<file path="src/rtl/uirq_pkg.sv">
package uirq_pkg;
   localparam int SRC_N   = 4;
   localparam int B_RX    = 0;
   localparam int B_ERR   = 1;
   localparam int B_TX    = 2;
   localparam int B_MDM   = 3;
   localparam int CFG_W   = 11;
   localparam int CFG_EN  = 0;
   localparam int RXLV_LO = 4;
   localparam int TXLV_LO = 8;
   localparam int LV_W    = 3;

   // threshold multiplier for a given channel number
   function automatic int unsigned chan_scale(input int unsigned ch);
      case (ch)
         0:       return 32;
         1, 4:    return 8;
         2, 3:    return 2;
         default: return 0;
      endcase
   endfunction
endpackage

</file>
<file path="src/rtl/uirq_trigger.sv">
module uirq_trigger
   import uirq_pkg::*;
#(
   parameter int unsigned CHANNEL = 0,
   parameter int          CW      = 8
) (
   input  logic [CFG_W-1:0] fifo_cfg,
   input  logic             rx_tmo_en,
   input  logic             rx_ready,
   input  logic [CW-1:0]    tx_count,
   input  logic [CW-1:0]    rx_count,
   output logic [SRC_N-1:0] trig
);
   localparam int unsigned SCALE = chan_scale(CHANNEL);
   localparam int          CMPW  = ((CW > 9) ? CW : 9) + 1;

   logic [CMPW-1:0] tx_lvl, rx_lvl, txc_w, rxc_w;
   logic            fifo_on;

   assign fifo_on = fifo_cfg[CFG_EN];
   assign txc_w   = CMPW'(tx_count);
   assign rxc_w   = CMPW'(rx_count);

   generate
      if (SCALE == 0) begin : g_noscale
         assign tx_lvl = '0;
         assign rx_lvl = '0;
      end else begin : g_scale
         assign tx_lvl = CMPW'(fifo_cfg[TXLV_LO +: LV_W]) * CMPW'(SCALE);
         assign rx_lvl = (CMPW'(fifo_cfg[RXLV_LO +: LV_W]) + CMPW'(1)) * CMPW'(SCALE);
      end
   endgenerate

   always_comb begin
      trig = '0;
      if (fifo_on) begin
         trig[B_TX] = (txc_w <= tx_lvl);
         trig[B_RX] = (rxc_w >= rx_lvl) || ((rx_count != '0) && !rx_tmo_en);
      end else begin
         trig[B_RX] = rx_ready;
      end
   end
endmodule

</file>
<file path="src/rtl/uirq_src_bank.sv">
module uirq_src_bank #(
   parameter int N = 4
) (
   input  logic         clk,
   input  logic         rst_n,
   input  logic [N-1:0] set_vec,
   input  logic [N-1:0] clr_vec,
   output logic [N-1:0] src_q
);
   generate
      for (genvar i = 0; i < N; i++) begin : g_bit
         always_ff @(posedge clk or negedge rst_n) begin
            if (!rst_n)          src_q[i] <= 1'b0;
            else if (set_vec[i]) src_q[i] <= 1'b1;
            else if (clr_vec[i]) src_q[i] <= 1'b0;
         end
      end
   endgenerate
endmodule

</file>
<file path="src/rtl/uirq_gate.sv">
module uirq_gate #(
   parameter int N = 4
) (
   input  logic         clk,
   input  logic         rst_n,
   input  logic         mask_we,
   input  logic [N-1:0] mask_data,
   input  logic [N-1:0] src_q,
   output logic [N-1:0] mask_q,
   output logic [N-1:0] pend,
   output logic         irq
);
   always_ff @(posedge clk or negedge rst_n) begin
      if (!rst_n)       mask_q <= '0;
      else if (mask_we) mask_q <= mask_data;
   end

   assign pend = src_q & ~mask_q;
   assign irq  = |pend;
endmodule

</file>
<file path="src/rtl/uart_irq_combiner.sv">
module uart_irq_combiner
   import uirq_pkg::*;
#(
   parameter int unsigned CHANNEL = 0,
   parameter int          CW      = 8
) (
   input  logic             clk,
   input  logic             rst_n,
   input  logic [CFG_W-1:0] fifo_cfg,
   input  logic             rx_tmo_en,
   input  logic             rx_ready,
   input  logic [CW-1:0]    tx_count,
   input  logic [CW-1:0]    rx_count,
   input  logic [SRC_N-1:0] ev_set,
   input  logic             clr_pend_we,
   input  logic             clr_src_we,
   input  logic [SRC_N-1:0] clr_data,
   input  logic             mask_we,
   input  logic [SRC_N-1:0] mask_data,
   output logic [SRC_N-1:0] src_pend,
   output logic [SRC_N-1:0] mask_q,
   output logic [SRC_N-1:0] pend,
   output logic             irq
);
   generate
      if (CW < 1 || CW > 16) begin : g_bad_cw
         $error("uart_irq_combiner: CW must lie in 1..16");
      end
   endgenerate

   logic [SRC_N-1:0] trig, set_vec, clr_vec;

   uirq_trigger #(.CHANNEL(CHANNEL), .CW(CW)) u_trig (
      .fifo_cfg (fifo_cfg),
      .rx_tmo_en(rx_tmo_en),
      .rx_ready (rx_ready),
      .tx_count (tx_count),
      .rx_count (rx_count),
      .trig     (trig)
   );

   assign set_vec = ev_set | trig;
   assign clr_vec = (clr_pend_we || clr_src_we) ? clr_data : '0;

   uirq_src_bank #(.N(SRC_N)) u_src (
      .clk    (clk),
      .rst_n  (rst_n),
      .set_vec(set_vec),
      .clr_vec(clr_vec),
      .src_q  (src_pend)
   );

   uirq_gate #(.N(SRC_N)) u_gate (
      .clk      (clk),
      .rst_n    (rst_n),
      .mask_we  (mask_we),
      .mask_data(mask_data),
      .src_q    (src_pend),
      .mask_q   (mask_q),
      .pend     (pend),
      .irq      (irq)
   );
endmodule

</file>
<file path="config.mk">
export PLATFORM = sky130hd
export DESIGN_NAME = uart_irq_combiner
export DESIGN_NICKNAME = d
export VERILOG_FILES = /design/src/rtl/uirq_pkg.sv /design/src/rtl/uirq_trigger.sv /design/src/rtl/uirq_src_bank.sv /design/src/rtl/uirq_gate.sv /design/src/rtl/uart_irq_combiner.sv
export SDC_FILE = /design/constraint.sdc
export NUM_CORES = 1
export LEC_CHECK = 0
export CORE_AREA = 2 2 39 41
export CTS_CLUSTER_DIAMETER = 60
export DETAILED_ROUTE_END_ITERATION = 10
export DIE_AREA = 0 0 41 43
export DONT_BUFFER_PORTS = 1
export HOLD_SLACK_MARGIN = 0.08
export SLEW_MARGIN = 20
export SYNTH_ARGS = -nofsm -noshare
export SYNTH_HDL_FRONTEND = slang
export SYNTH_SLANG_ARGS = --single-unit
</file>
<file path="constraint.sdc">
create_clock -name clk -period 2.3 [get_ports clk]
set_clock_uncertainty 0.15 [all_clocks]
set_input_delay 0.115 -clock clk [delete_from_list [all_inputs] [get_ports clk]]
set_output_delay 0.115 -clock clk [all_outputs]
set_load 0.02 [all_outputs]
</file>
==> results.yml <==
run_status:
  status: "finished, final reports clean"
power_and_ir_drop:
  internal-power_uw: 271
  power.switching_uw: 112
  leakage_uw: 0.000339
  power_frac_seq_pct: 47.0
  p_comb_share_pct: 27.4
  p_sw_share_pct: 29.2
  p_per_area_nw_per_um2: 481
  power.share.clock_pct: 25.7
  ir_worst_vdd_mv: 0.266
clock_tree:
  root_buffer: "clkbuf_4"
  h-tree-depth: 1
  cts_tree: "built"
  clkLatencyLatePin_ps: 240
  clk_path_buf_depth: 2
  cts_sinks: 8
  clkSlewWorstSetupHoldPaths_ps: 50
  cts_buffers: 3
  post_cts_buffers: 0
sta:
  min_period_ps: 1870
  setup_viol: 0
  slew_violations: 0
  final.period_utilization_pct: 81.5
  fmax_mhz: 534
  rsz0062_at_grt: "no"
  holdWs_ps: 406
  setup_ws_ps: 426
  worst_slew_pin_slew_ps: 447
  fin_tns_setup_ps: 0
  hold_viol_final: 0
  timing.slew.headroom_pct: 70.2
drt:
  num_vias: 532
  dr.pass1.iters: 4
  drc: 0
  drt_iter0_drc: 3
  routedWlPerCell_um: 13.8
  drt_wl_total_um: 1310
  ant_nets: 0
  via_per_inst: 5.60
global_routing:
  grt_pass1_wl_um: 1770
  grt_usage_pct: 15.4
  gr-total-overflow: 0
  antenna_found_initial: 0
  grt_pass1_vias: 497
  grt_max_degree: 9
floorplanning:
  coreArea_sq_um: 1380
  start_util_pct: 41.0
  rows: 14
  die_w_um: 41
  io_pins: 59
  dieArea_sq_um: 1760
  dieHeight_um: 43
setup_path:
  path_max_fanout: 3
  crit_chain: "nor2b_1 -> or4_1"
  required_ps: 2040
  path_buf_inv: 0
  crit_family: "simple AND/OR/NAND/NOR gates"
  path_class: "register to output pin"
  arrival_ps: 1610
  cp_slowest_cell: "or4_1"
  cp-end-kind: "output pin"
  start_kind: "register"
  rrSetupSlack_ps: 620
  worst_path_largest_cell_delay_ps: 670
synth:
  synth.largest_area_cell: "dfrtp_1"
  synth-async-reset-ratio_pct: 100
  synth_edf_count: 0
  syn_inst: 58
  synth_flop_cell: "dfrtp_1"
  yosysTopAreaCellShare_pct: 35.3
  ys_seq_area_share_pct: 35.3
  netlist-cell-type-count: 23
  mappedNetlistNets: 111
  ys_ff_latch: 8
  synthTopCellsByArea: "dfrtp_1, ha_1, mux2_2"
  avgSynthCellArea_sq_um: 9.77
  synthesis.area_sq_um: 567
  yosysWarningCount: 0
layout:
  area.growth.synth_to_final_pct: 40.6
  fin_nets: 134
  n_antenna_cell: 0
  drive_above_1_share_pct: 12.7
placed_design:
  dpl_worst_slack_ps: 675
  port_buffers: 0
  hpwl_um: 992
  routabilityCongestion: 0.737
run:
  maxCapViolCount: 0
worst_hold_path:
  hp-class: "input port to register"
synth_stat cells, types with 2 or more instances:
master	count
a21o_1	3
a21oi_1	2
dfrtp_1	8
ha_1	7
inv_1	6
mux2_2	4
nand2_1	3
nor2b_1	5
nor4_1	2
o21ai_0	5
cells in the final DEF, fill, tap and decap left out:
cell,n
dfrtp_2,1
xnor2_1,1
dlygate4sd3_1,18
a2111oi_2,1
nor2b_1,5
nand3_1,1
o21ai_1,1
a31oi_1,1
or4_1,1
nor4b_1,1
nor2_1,1
o31ai_2,1
dfrtp_1,7
inv_1,6
or4b_1,1
clkbuf_4,3
o21ai_0,5
nand2_1,3
nor4_1,2
a21oi_1,2
nand4_1,1
ha_1,7
a21o_1,3
nand2b_1,1
mux2_2,4
a221o_1,1
final timing paths:
path | startpoint | end | depth (start not counted)
worst max-delay path | u_src.src_q[1] | irq | 2
worst min-delay path | fifo_cfg[0] | u_src.src_q[0] | 3
worst max register to register | u_src.src_q[0] | u_src.src_q[0] | 3
worst min register to register | u_src.src_q[0] | u_src.src_q[0] | 3
max in group asynchronous | rst_n | u_src.src_q[0] | 2
min in group asynchronous | rst_n | u_gate.mask_q[2] | 2
what timing repair did:
item | CTS | global route
hold endpoints to repair | 16 | 0
setup endpoints to repair | 0 | 1
gates resized for setup | 0 | 3
hold buffers | 19 | 0
power by group through the flow:
| stage | registers (uW) | logic [uW] | clock network (uW) |
|---|---|---|---|
| 2_1_floorplan | 178 | 61.6 | 0 |
| 3_3_place_gp | 182 | 67.9 | 0 |
| 3_5_place_dp | 182 | 69.3 | 0 |
| 4_1_cts | 180 | 104 | 104 |
| 5_1_grt | 182 | 116 | 115 |
| 6_report | 180 | 105 | 98.4 |
sequential cells by signal, indices dropped and copies added (netlist names):
name           count
u_gate.mask_q      4
u_src.src_q        4
through the flow:
step | instances | cell area (sq um) | total power (uW) | utilization, %
6_report | 95 | 797 | 383 | 57.6
4_1_cts | 96 | 800 | 388 | 57.8
3_5_place_dp | 74 | 587 | 251 | 42.4
5_1_grt | 95 | 797 | 413 | 57.6
2_1_floorplan | 58 | 567 | 240 | -
3_3_place_gp | 74 | 587 | 250 | 42.4
worst reg2reg max path, cell delays in order, from the launching register on:
cell and delay [ps]:
dfrtp_2 460, a2111oi_2 300, o21ai_1 100, dlygate4sd3_1 550
cells by family after synthesis:
family,synth area share (%)
AND/OR/NAND/NOR,18.1
flip-flops,35.3
multiplexers,7.95
AO/OA/AOI/OAI,17.7
buffers and inverters,3.97
XOR/XNOR,1.55
adder cells (fa/ha/maj),15.5
metal layers:
| metal | track usage [%] | vias to the layer above | routed length, um |
|---|---|---|---|
| li1 | - | 262 | - |
| met1 | 14.8 | 228 | 481 |
| met2 | 26.3 | 40 | 656 |
| met3 | 4.19 | 2 | 155 |
| met4 | 10.0 | 0 | 19 |
| met5 | 0 | - | 0 |
area by class of cell:
cell class	count	area, sq um
repair buffers	18	180
inverters	6	22.5
fillers	126	587
clock buffers	3	22.5
flip-flops and latches	8	201
well taps	16	20.0
multi-input cells	44	350
No activity file was read; power rests on OpenSTA's default activity.
